## config.mk

```make
export PLATFORM = sky130hd
export DESIGN_NAME = icmp_pset_unit
export DESIGN_NICKNAME = d
export VERILOG_FILES = /design/src/rtl/icmp_pset_pkg.sv /design/src/rtl/icmp_pset_decode.sv /design/src/rtl/icmp_pset_compare.sv /design/src/rtl/icmp_pset_merge.sv /design/src/rtl/icmp_pset_predfile.sv /design/src/rtl/icmp_pset_unit.sv
export SDC_FILE = /design/constraint.sdc
export NUM_CORES = 1
export LEC_CHECK = 0
export BUFFER_PORTS_ARGS = -buffer_cell sky130_fd_sc_hd__buf_2
export CAP_MARGIN = 10
export CORE_ASPECT_RATIO = 1.1
export CORE_MARGIN = 5
export CORE_UTILIZATION = 44
export DETAILED_ROUTE_END_ITERATION = 6
export PLACE_DENSITY = 0.9
export SLEW_MARGIN = 20
export SYNTH_ARGS = -nofsm -noshare
export SYNTH_HDL_FRONTEND = slang
export SYNTH_SLANG_ARGS = --single-unit
```

## constraint.sdc

```tcl
create_clock -name clk -period 1.6 [get_ports clk]
set_input_delay 0.08 -clock clk [delete_from_list [all_inputs] [get_ports clk]]
set_output_delay 0.08 -clock clk [all_outputs]
set_load 0.005 [all_outputs]
```

## src/rtl/icmp_pset_pkg.sv

```systemverilog
package icmp_pset_pkg;

  localparam int INSN_W   = 64;
  localparam int PRED_N   = 8;
  localparam int PIDX_W   = $clog2(PRED_N);
  localparam int AREG_W   = 8;

  localparam int F_DSTB   = 0;
  localparam int F_DSTA   = 3;
  localparam int F_AREG   = 8;
  localparam int F_SRCP   = 39;
  localparam int F_SNEG   = 42;
  localparam int F_MERGE  = 45;
  localparam int F_SIGN   = 48;
  localparam int F_COND   = 49;

  typedef enum logic [2:0] {
    COND_NEVER = 3'd0,
    COND_LT    = 3'd1,
    COND_EQ    = 3'd2,
    COND_LE    = 3'd3,
    COND_GT    = 3'd4,
    COND_NE    = 3'd5,
    COND_GE    = 3'd6,
    COND_ALWAYS= 3'd7
  } cond_e;

  typedef enum logic [1:0] {
    MERGE_AND  = 2'd0,
    MERGE_OR   = 2'd1,
    MERGE_XOR  = 2'd2,
    MERGE_RSVD = 2'd3
  } merge_e;

  typedef struct packed {
    cond_e               cond;
    logic                is_signed;
    merge_e              merge;
    logic [PIDX_W-1:0]   src_idx;
    logic                src_inv;
    logic [PIDX_W-1:0]   dst_a;
    logic [PIDX_W-1:0]   dst_b;
    logic [AREG_W-1:0]   areg;
  } ctl_t;

endpackage

```

## src/rtl/icmp_pset_decode.sv

```systemverilog
module icmp_pset_decode
  import icmp_pset_pkg::*;
(
  input  logic [INSN_W-1:0] insn,
  output ctl_t              ctl
);

  logic unused_insn_bits;

  always_comb begin
    ctl.cond      = cond_e'(insn[F_COND +: 3]);
    ctl.is_signed = insn[F_SIGN];
    ctl.merge     = merge_e'(insn[F_MERGE +: 2]);
    ctl.src_idx   = insn[F_SRCP +: PIDX_W];
    ctl.src_inv   = insn[F_SNEG];
    ctl.dst_a     = insn[F_DSTA +: PIDX_W];
    ctl.dst_b     = insn[F_DSTB +: PIDX_W];
    ctl.areg      = insn[F_AREG +: AREG_W];
  end

  assign unused_insn_bits = ^{insn[INSN_W-1:F_COND+3], insn[F_MERGE+2 +: 1],
                              insn[F_SNEG+1 +: 2], insn[F_SRCP-1:F_AREG+AREG_W],
                              insn[F_AREG-1:F_DSTA+PIDX_W]};

endmodule

```

## src/rtl/icmp_pset_compare.sv

```systemverilog
module icmp_pset_compare
  import icmp_pset_pkg::*;
#(
  parameter int DATA_W = 32
)(
  input  logic [DATA_W-1:0] a,
  input  logic [DATA_W-1:0] b,
  input  cond_e             cond,
  input  logic              is_signed,
  output logic              hit
);

  logic lt_s, lt_u, lt, eq;

  always_comb begin
    lt_u = (a < b);
    lt_s = ($signed(a) < $signed(b));
    lt   = is_signed ? lt_s : lt_u;
    eq   = (a == b);
    unique case (cond)
      COND_NEVER:  hit = 1'b0;
      COND_LT:     hit = lt;
      COND_EQ:     hit = eq;
      COND_LE:     hit = lt | eq;
      COND_GT:     hit = ~(lt | eq);
      COND_NE:     hit = ~eq;
      COND_GE:     hit = ~lt;
      COND_ALWAYS: hit = 1'b1;
      default:     hit = 1'b0;
    endcase
  end

endmodule

```

## src/rtl/icmp_pset_merge.sv

```systemverilog
module icmp_pset_merge
  import icmp_pset_pkg::*;
(
  input  logic   hit,
  input  logic   src_raw,
  input  logic   src_inv,
  input  merge_e merge,
  output logic   out_a,
  output logic   out_b,
  output logic   legal
);

  logic src;

  always_comb begin
    src   = src_raw ^ src_inv;
    legal = 1'b1;
    unique case (merge)
      MERGE_AND: begin out_a = hit & src;   out_b = ~hit & src;   end
      MERGE_OR:  begin out_a = hit | src;   out_b = ~hit | src;   end
      MERGE_XOR: begin out_a = hit ^ src;   out_b = ~hit ^ src;   end
      default:   begin out_a = 1'b0; out_b = 1'b0; legal = 1'b0; end
    endcase
  end

endmodule

```

## src/rtl/icmp_pset_predfile.sv

```systemverilog
module icmp_pset_predfile
  import icmp_pset_pkg::*;
(
  input  logic              clk,
  input  logic              rst_n,
  input  logic              wen,
  input  logic [PIDX_W-1:0] wa_idx,
  input  logic              wa_val,
  input  logic [PIDX_W-1:0] wb_idx,
  input  logic              wb_val,
  input  logic [PIDX_W-1:0] src_idx,
  output logic              src_val,
  input  logic [PIDX_W-1:0] obs_idx,
  output logic              obs_val
);

  logic [PRED_N-1:0] pred;

  for (genvar i = 0; i < PRED_N - 1; i++) begin : g_entry
    logic ent_q, ent_d, ent_en;

    always_comb begin
      ent_en = wen && ((wa_idx == PIDX_W'(i)) || (wb_idx == PIDX_W'(i)));
      ent_d  = (wa_idx == PIDX_W'(i)) ? wa_val : wb_val;
    end

    always_ff @(posedge clk or negedge rst_n) begin
      if (!rst_n)      ent_q <= 1'b0;
      else if (ent_en) ent_q <= ent_d;
    end

    assign pred[i] = ent_q;
  end

  assign pred[PRED_N-1] = 1'b1;

  assign src_val = pred[src_idx];
  assign obs_val = pred[obs_idx];

endmodule

```

## src/rtl/icmp_pset_unit.sv

```systemverilog
module icmp_pset_unit
  import icmp_pset_pkg::*;
#(
  parameter int DATA_W = 32
)(
  input  logic              clk,
  input  logic              rst_n,
  input  logic              issue_valid,
  output logic              issue_ready,
  input  logic [INSN_W-1:0] issue_insn,
  output logic [AREG_W-1:0] areg_idx,
  input  logic [DATA_W-1:0] opnd_a,
  input  logic [DATA_W-1:0] opnd_b,
  output logic              done_o,
  output logic              illegal_o,
  output logic              res_a_o,
  output logic              res_b_o,
  input  logic [PIDX_W-1:0] prd_idx,
  output logic              prd_val
);

  localparam int RST_STAGES = 2;

  logic [RST_STAGES-1:0] rst_pipe_q;
  logic                  rst_int_n;

  ctl_t ctl;
  logic fire, hit, src_raw, out_a, out_b, legal, wen;

  logic done_q, done_d;
  logic ill_q, ill_d;
  logic ra_q, ra_d, rb_q, rb_d;
  logic res_en;

  always_ff @(posedge clk or negedge rst_n) begin
    if (!rst_n) rst_pipe_q <= '0;
    else        rst_pipe_q <= {rst_pipe_q[RST_STAGES-2:0], 1'b1};
  end
  assign rst_int_n   = rst_pipe_q[RST_STAGES-1];
  assign issue_ready = rst_int_n;

  icmp_pset_decode u_dec (
    .insn (issue_insn),
    .ctl  (ctl)
  );

  assign areg_idx = ctl.areg;
  assign fire     = issue_valid && issue_ready;

  icmp_pset_compare #(.DATA_W(DATA_W)) u_cmp (
    .a         (opnd_a),
    .b         (opnd_b),
    .cond      (ctl.cond),
    .is_signed (ctl.is_signed),
    .hit       (hit)
  );

  icmp_pset_merge u_mrg (
    .hit     (hit),
    .src_raw (src_raw),
    .src_inv (ctl.src_inv),
    .merge   (ctl.merge),
    .out_a   (out_a),
    .out_b   (out_b),
    .legal   (legal)
  );

  assign wen = fire && legal;

  icmp_pset_predfile u_pf (
    .clk     (clk),
    .rst_n   (rst_int_n),
    .wen     (wen),
    .wa_idx  (ctl.dst_a),
    .wa_val  (out_a),
    .wb_idx  (ctl.dst_b),
    .wb_val  (out_b),
    .src_idx (ctl.src_idx),
    .src_val (src_raw),
    .obs_idx (prd_idx),
    .obs_val (prd_val)
  );

  always_comb begin
    done_d = fire;
    res_en = fire;
    ill_d  = ~legal;
    ra_d   = out_a;
    rb_d   = out_b;
  end

  always_ff @(posedge clk or negedge rst_int_n) begin
    if (!rst_int_n) done_q <= 1'b0;
    else            done_q <= done_d;
  end

  always_ff @(posedge clk or negedge rst_int_n) begin
    if (!rst_int_n) begin
      ill_q <= 1'b0;
      ra_q  <= 1'b0;
      rb_q  <= 1'b0;
    end else if (res_en) begin
      ill_q <= ill_d;
      ra_q  <= ra_d;
      rb_q  <= rb_d;
    end
  end

  assign done_o    = done_q;
  assign illegal_o = done_q & ill_q;
  assign res_a_o   = ra_q;
  assign res_b_o   = rb_q;

endmodule

```

==> metrics.txt, run 1 <==
switching power share of the total ~36%; die extent in x 72.9 um; starting DRC count in detailed routing 50; hold violation total from the final report 0; count of max-cap constraint violations 0; Buffers & Inverters on Critical Path 3; netlist area before placement between 0.0015 and 0.002 sq mm; first-pass GRT wire length 9400 um; CTS max path bufs 2; EDFF count, synth 0; largest fanout on the critical path 5; all-layer global routing usage 20.1%; site row count 25; DR WL/cell around 15 um; critical-path cell list buf_6 > inv_2 > ha_4 > nand4_4 > nor4_4 > and4_1 > a211oi_2 > a2111o_1 > mux2_4 > ha_4 > mux2_4 > o21ai_4 > buf_4 > nand3_2 > o21ai_2 > a21oi_1; total nets after synthesis just over 400; initial cell density of the core 45.1%; Leak Pwr 1.56 nW; clock-pin slew on the worst setup and hold paths 50 ps; clock root buffer sky130_fd_sc_hd__clkbuf_8; # H-tree levels 1; global route overflow 0; sequential-to-total area share from yosys stat 17.0%; Yosys cell types 42; final max-slew violation count 0; TritonCTS clock tree done; cells after synthesis 244; synthesis-to-finish area growth 62.9%; pin count of the biggest net entering global routing 17; CTS Buf Count 3; IO Port Bufs 91; layout cells sized above 1 between 50% and 60%; Yosys reg bits 13; clk sinks 13; arrival time of data at the critical path endpoint ~2900 ps; final cell count without fillers 413; vias per cell 5.36; violations in the final reports negative setup slack; number of nets at the end of the flow 530; share of total power in the clock network ~16%; average instance area after synthesis 7.86 sq um; routed via count 2215; largest stage delay on the critical path 320 ps; flip-flop cell with the highest count after synthesis sky130_fd_sc_hd__dfrtp_1; element type at the critical path end flip-flop; sequential fraction of design power between 20 and 25%; fraction of registers with async set or reset after synthesis between 90% and 100%; top-level port count roughly 150; RSZ-0062 raised after global routing yes; nature of the critical path startpoint primary input; slowest library cell on the worst path sky130_fd_sc_hd__nor4_4; worst min path class primary input to async pin; peak supply drop 476 uV; Post-route DRC 0; final clock skew 0.455 ps; portion of the clock cycle consumed by the worst path in the final layout 170%; Total Die Area just under 0.006 sq mm; vertical die dimension about 79 um; net switching power 670 uW; vias in the first global route 2261; sum of routed wire length over all layers around 6000 um; portion of total power attributed to combinational logic 60.5%; smallest setup slack after layout -1120 ps; post-DP HPWL 4590 um; antenna violations before repair 0; data required time of the critical path 1730 ps; Antenna diodes 0; Placement Cell Area 0.00270 sq mm; cell area power density about 600 mW/mm^2; clock latency on the worst-skew pair about 240 ps; Yosys Warn Count 0; area inside the core boundary 0.00425 sq mm; DR pass1 iterations 4; final weighted congestion of routability-driven global placement about 0.87; minimum period implied by the final worst setup slack ~2700 ps; Final Instance Area between 0.003 and 0.004 sq mm; cell-internal power approximately 1.2 mW; status finished with violations; dpl cells 399; maximum clock frequency 367 MHz; startpoint-to-endpoint class of the critical path primary input to flip-flop; Final ANT Viol Nets 0; Largest delay share family, worst path simple AND/OR/NAND/NOR gates; setup violators final 10
-- power by group through the flow --
| stage | Combinational, mW | Clock [mW] | Sequential (mW) |
|---|---|---|---|
| 2_1_floorplan | 0.535 | 0 | 0.451 |
| 3_3_place_gp | 0.889 | 0 | 0.449 |
| 3_5_place_dp | 0.930 | 0 | 0.449 |
| 4_1_cts | 1.05 | 0.301 | 0.447 |
| 5_1_grt | 1.26 | 0.320 | 0.459 |
| 6_report | 1.14 | 0.291 | 0.453 |
-- path summary, 6_finish.rpt --
path,cells past startpoint,from,slack (ps),end
worst min register to register,1,rst_pipe_q[1],200,res_b_o
worst max-delay path,16,opnd_b[20],-1120,u_pf.g_entry[6].ent_q
worst min-delay path,2,rst_n,150,rst_pipe_q[1]
worst max register to register,10,u_pf.g_entry[6].ent_q,-930,u_pf.g_entry[6].ent_q
max in group asynchronous,1,rst_pipe_q[1],1240,u_pf.g_entry[6].ent_q
min in group clk,0,issue_insn[11],160,areg_idx[3]
-- final cells by class --
| class | instances | area (sq um) |
|---|---|---|
| fillers | 305 | 1130 |
| flip-flops and latches | 13 | 327 |
| well taps | 54 | 67.6 |
| clock inverters | 1 | 5.00 |
| inverters | 39 | 171 |
| clock buffers | 3 | 41.3 |
| repair buffers | 121 | 792 |
| multi-input cells | 182 | 1720 |
-- per-layer routing --
layer	GRT usage [%]	up-vias	part of all wire [%]
li1	-	1087	-
met1	22.3	1028	36
met2	39.1	90	56
met3	3.80	10	7.3
met4	3.69	0	1.0
met5	0	-	0
-- layout by cell type (no fill, tap or decap), types with 11 or more instances in the layout --
master,netlist,final
sky130_fd_sc_hd__buf_6,0,19
sky130_fd_sc_hd__dfrtp_1,13,12
sky130_fd_sc_hd__a21oi_1,32,31
sky130_fd_sc_hd__ha_1,36,17
sky130_fd_sc_hd__inv_1,39,27
sky130_fd_sc_hd__buf_2,0,76
sky130_fd_sc_hd__nor2_1,11,11
sky130_fd_sc_hd__ha_4,0,19
sky130_fd_sc_hd__buf_4,8,25
sky130_fd_sc_hd__nand2_1,25,22
-- state kept, by name, indices dropped and copies added, names as in the netlist --
name / flops
ill_q: 1
rst_pipe_q: 2
u_pf.g_entry.ent_q: 7
done_o: 1
res_a_o: 1
res_b_o: 1
-- synthesized netlist by cell type, types with 2 or more instances --
library cell | count | area share (%)
sky130_fd_sc_hd__nor3_1 | 2 | 0.52
sky130_fd_sc_hd__nor4_4 | 2 | 2.2
sky130_fd_sc_hd__a31oi_1 | 2 | 0.65
sky130_fd_sc_hd__nand3b_1 | 4 | 1.6
sky130_fd_sc_hd__a21o_1 | 2 | 0.78
sky130_fd_sc_hd__nor2b_1 | 4 | 1.3
sky130_fd_sc_hd__o21ai_0 | 14 | 3.7
sky130_fd_sc_hd__nand4_1 | 4 | 1.3
sky130_fd_sc_hd__a211oi_1 | 2 | 0.78
sky130_fd_sc_hd__o22ai_1 | 5 | 1.6
sky130_fd_sc_hd__nand2_1 | 25 | 4.9
sky130_fd_sc_hd__nand3_1 | 4 | 1.0
sky130_fd_sc_hd__inv_1 | 39 | 7.6
sky130_fd_sc_hd__o211ai_1 | 3 | 1.2
sky130_fd_sc_hd__mux2_2 | 2 | 1.2
sky130_fd_sc_hd__clkbuf_1 | 2 | 0.39
sky130_fd_sc_hd__ha_1 | 36 | 23
sky130_fd_sc_hd__mux4_2 | 2 | 2.3
sky130_fd_sc_hd__a21oi_1 | 32 | 8.4
sky130_fd_sc_hd__dfrtp_1 | 13 | 17
sky130_fd_sc_hd__nand4_4 | 2 | 2.2
sky130_fd_sc_hd__mux2i_1 | 4 | 2.1
sky130_fd_sc_hd__buf_4 | 8 | 3.1
sky130_fd_sc_hd__nand2b_1 | 3 | 0.98
sky130_fd_sc_hd__nor2_1 | 11 | 2.2
-- cell families after synthesis --
| logic type | share of synthesized area, % |
|---|---|
| AOI/OAI and AO/OA | 20.6 |
| xor gates and xnor gates | 0.457 |
| adders and majority gates | 23.5 |
| buffers and inverters | 11.2 |
| DFF | 17.0 |
| muxes | 6.40 |
| other | 0.196 |
| and+or+nand+nor | 20.8 |
-- stage by stage --
stage	hold slack [ps]	util (%)	setup TNS, ps	setup slack [ps]	total power [mW]
6_report	147	73.4	-9470	-1120	1.88
5_1_grt	138	73.4	-10940	-1270	2.04
4_1_cts	131	70.7	-8940	-1030	1.80
3_5_place_dp	-131	63.4	-12820	-1490	1.38
3_3_place_gp	-134	63.4	-12100	-1400	1.34
2_1_floorplan	-216	-	-10060	-1180	0.986
-- repair_timing --
| action | in CTS | in global routing |
|---|---|---|
| endpoints found under the setup margin | 10 | 10 |
| hold endpoints to repair | 2 | 0 |
| gates resized for setup | 38 | 15 |
| pin swaps | 24 | 6 |
| hold buffers | 1 | 0 |
| setup buffers | 5 | 5 |
| gates cloned | 0 | 0 |
-- worst reg2reg max path, stage by stage, from the launching register on --
cell	delay (ps)
sky130_fd_sc_hd__dfrtp_1	390
sky130_fd_sc_hd__mux4_2	470
sky130_fd_sc_hd__mux2i_1	180
sky130_fd_sc_hd__xnor2_1	270
sky130_fd_sc_hd__ha_4	280
sky130_fd_sc_hd__mux2_4	270
sky130_fd_sc_hd__o21ai_4	200
sky130_fd_sc_hd__buf_4	150
sky130_fd_sc_hd__nand3_2	80
sky130_fd_sc_hd__o21ai_2	70
sky130_fd_sc_hd__a21oi_1	70
No activity file was read; power rests on OpenSTA's default activity.
==> run 2, diff against run 1 <==
--- a/config.mk
+++ b/config.mk
@@ -9,10 +9,10 @@
 export CAP_MARGIN = 10
 export CORE_ASPECT_RATIO = 1.1
 export CORE_MARGIN = 5
-export CORE_UTILIZATION = 44
+export CORE_UTILIZATION = 37
 export DETAILED_ROUTE_END_ITERATION = 6
-export PLACE_DENSITY = 0.9
-export SLEW_MARGIN = 20
+export PLACE_DENSITY = 0.81
+export SLEW_MARGIN = 25
 export SYNTH_ARGS = -nofsm -noshare
 export SYNTH_HDL_FRONTEND = slang
 export SYNTH_SLANG_ARGS = --single-unit
==> constraint.sdc (replaced) <==
create_clock -name clk -period 2.3 [get_ports clk]
set_input_delay 0.115 -clock clk [delete_from_list [all_inputs] [get_ports clk]]
set_output_delay 0.115 -clock clk [all_outputs]
set_load 0.005 [all_outputs]
==> metrics.txt, run 2 (synthesis results as in run 1) <==
routed via count 2105 (-5.0%); Top Registers u_pf.g_entry.ent_q (7), rst_pipe_q (2); Antenna diodes 0 (unchanged); final clock skew 2.48 ps (+2.02 ps); CTS max path bufs 2 (unchanged); DR pass1 iterations 4 (unchanged); top-level port count 148 (unchanged); flip-flop count of the largest register, all copies and words added 7 (unchanged); DR WL/cell 13.5 um (-7.6%); worst reg2reg path depth 9 (-1); synthesis-to-finish area growth 57.9%; vias in the first global route 2144 (-5.2%); post-DP HPWL 4430 um (-3.5%); launch point of the worst reg-to-reg path u_pf.g_entry[6].ent_q; setup violators final 9 (-1); layout cells sized above 1 47.7% (-3.2 points); clock root buffer sky130_fd_sc_hd__clkbuf_8; net switching power 438 uW (-35%); largest fanout on the critical path 5 (unchanged); final weighted congestion of routability-driven global placement 0.878 (+0.90%); most frequent cells in the layout sky130_fd_sc_hd__buf_2 (76), sky130_fd_sc_hd__a21oi_1 (30), sky130_fd_sc_hd__inv_1 (27); arrival time of data at the critical path endpoint 2880 ps (+30 ps); cell area power density 407 mW/mm^2 (-32%); Post-route DRC 0 (unchanged); vias per cell 5.13 (-4.3%); first-pass GRT wire length 9060 um (-3.6%); global route overflow 0 (unchanged); sequential fraction of design power 25.3% (+1.2 points); switching power share of the total 35.6% (-0.042 points); worst min path class primary input to async pin; hold violation total from the final report 0 (unchanged); die extent in x 78.6 um (+7.8%); smallest setup slack after layout -454 ps (+667 ps); Placement Cell Area 0.00270 sq mm (+0.14%); data required time of the critical path 2420 ps (+690 ps); cell-internal power 793 uW (-34%); fill cell count 426 (+40%); count of max-cap constraint violations 0 (unchanged); pin count of the biggest net entering global routing 17 (unchanged); Final Instance Area 0.00303 sq mm (-3.0%); TritonCTS clock tree done; Critical R2R Capture u_pf.g_entry[4].ent_q; commonest non-fill, non-tap cell in the layout sky130_fd_sc_hd__buf_2; final max-slew violation count 0 (unchanged); # H-tree levels 1 (unchanged); register ranked first by flip-flop count u_pf.g_entry.ent_q; violations in the final reports negative setup slack; clock-pin slew on the worst setup and hold paths 50 ps (about the same); maximum clock frequency 363 MHz; RSZ-0062 raised after global routing yes; area inside the core boundary 0.00503 sq mm (+18%); vertical die dimension 85.5 um (+7.9%); clock latency on the worst-skew pair 240 ps (about the same); minimum setup slack among reg-to-reg paths -200 ps (+730 ps); Final ANT Viol Nets 0 (unchanged); sum of routed wire length over all layers 5540 um (-8.3%); portion of the clock cycle consumed by the worst path in the final layout 120%; antenna violations before repair 0 (unchanged); share of total power in the clock network 16.5% (+1.0 points); overall power after layout 1.23 mW (-35%); nature of the critical path startpoint primary input; number of nets at the end of the flow 523 (-1.3%); Total Die Area 0.00672 sq mm (+16%); site row count 27 (+8.0%); element type at the critical path end flip-flop; IO Port Bufs 91 (unchanged); peak supply drop 319 uV (-33%); startpoint-to-endpoint class of the critical path primary input to flip-flop; portion of total power attributed to combinational logic 58.2% (-2.3 points); clk sinks 13 (unchanged); CTS Buf Count 3 (unchanged); status finished with violations; Leak Pwr 1.51 nW (-3.2%); initial cell density of the core 38.1% (-7.0 points); starting DRC count in detailed routing 35 (-30%); minimum period implied by the final worst setup slack 2750 ps; all-layer global routing usage 16.1% (-4.1 points)
-- run 2: cell types whose count changed in the layout (fill, tap and decap cells not counted), moves of 2 or more --
cell                      before  now
sky130_fd_sc_hd__buf_4        25   21
sky130_fd_sc_hd__buf_6        19   15
sky130_fd_sc_hd__inv_2         7    4
sky130_fd_sc_hd__inv_4         3    6
sky130_fd_sc_hd__ha_1         17   19
sky130_fd_sc_hd__ha_4         19   17
sky130_fd_sc_hd__nand2_1      22   24
sky130_fd_sc_hd__nand2_2       3    1
-- run 2: worst max-delay path, cell delays in order --
cell	delay, ps
sky130_fd_sc_hd__buf_8	70
sky130_fd_sc_hd__inv_4	30
sky130_fd_sc_hd__ha_4	280
sky130_fd_sc_hd__nand4_4	120
sky130_fd_sc_hd__nor4_4	310
sky130_fd_sc_hd__and4_1	260
sky130_fd_sc_hd__a211oi_2	50
sky130_fd_sc_hd__a2111o_1	320
sky130_fd_sc_hd__mux2_4	290
sky130_fd_sc_hd__ha_4	220
sky130_fd_sc_hd__mux2_4	270
sky130_fd_sc_hd__o21ai_4	200
sky130_fd_sc_hd__nand2_1	100
sky130_fd_sc_hd__o22ai_1	160
sky130_fd_sc_hd__a21oi_1	80
-- run 2: power groups by stage --
stage	combinational, mW	clock, mW	sequential (mW)
3_3_place_gp	0.611	0	0.314
5_1_grt	0.795	0.217	0.322
6_report	0.717	0.203	0.312
2_1_floorplan	0.372	0	0.313
3_5_place_dp	0.635	0	0.315
4_1_cts	0.696	0.208	0.313
-- run 2: how the worst max path moves through the flow --
| stage | from | to | slack (ps) | cells past startpoint |
|---|---|---|---|---|
| floorplan | opnd_b[18] | u_pf.g_entry[2].ent_q | -520 | 14 |
| global placement | opnd_b[18] | u_pf.g_entry[3].ent_q | -740 | 15 |
| detailed placement | opnd_b[18] | u_pf.g_entry[1].ent_q | -870 | 15 |
| CTS | opnd_b[20] | u_pf.g_entry[1].ent_q | -400 | 15 |
| global route | opnd_b[30] | u_pf.g_entry[4].ent_q | -580 | 15 |
| finish | opnd_b[30] | u_pf.g_entry[4].ent_q | -450 | 15 |
-- run 2: timing repair --
| action | in CTS | in global routing |
|---|---|---|
| gates cloned | 0 | 0 |
| setup endpoints to repair | 9 | 9 |
| pin swaps | 18 | 11 |
| hold endpoints to repair | 2 | 0 |
| buffers inserted | 1 | 2 |
| resized for setup | 33 | 14 |
| hold buffers | 1 | 0 |
-- run 2: layer usage --
metal | share of wire [%] | track usage [%] | wire length [um] | vias to the layer above
li1 | - | - | - | 1070
met1 | 39 | 17.8 | 2170 | 957
met2 | 55 | 32.0 | 3060 | 73
met3 | 5.1 | 2.84 | 285 | 5
met4 | 0.51 | 2.23 | 28 | 0
met5 | 0 | 0 | 0 | -
-- run 2: cell type report --
class                           count  area [sq um]  share of cell area (%)
Inverter                           39           179                    5.91
Timing Repair Buffer              114           732                    24.2
Sequential cell                    13           325                    10.7
Tap cell                           58          72.6                    2.40
Multi-Input combinational cell    182          1670                    55.3
Clock buffer                        4          45.0                    1.49
-- run 2: stage by stage --
stage | TNS, ps | hold WS (ps) | setup slack (ps) | util (%) | std cells
2_1_floorplan | -4090 | -181 | -517 | - | 244
3_3_place_gp | -6300 | -99.0 | -744 | 53.7 | 403
3_5_place_dp | -7270 | -98.3 | -866 | 53.7 | 403
4_1_cts | -3180 | 174 | -401 | 59.1 | 409
5_1_grt | -4610 | 206 | -579 | 60.1 | 410
6_report | -3470 | 194 | -454 | 60.1 | 410
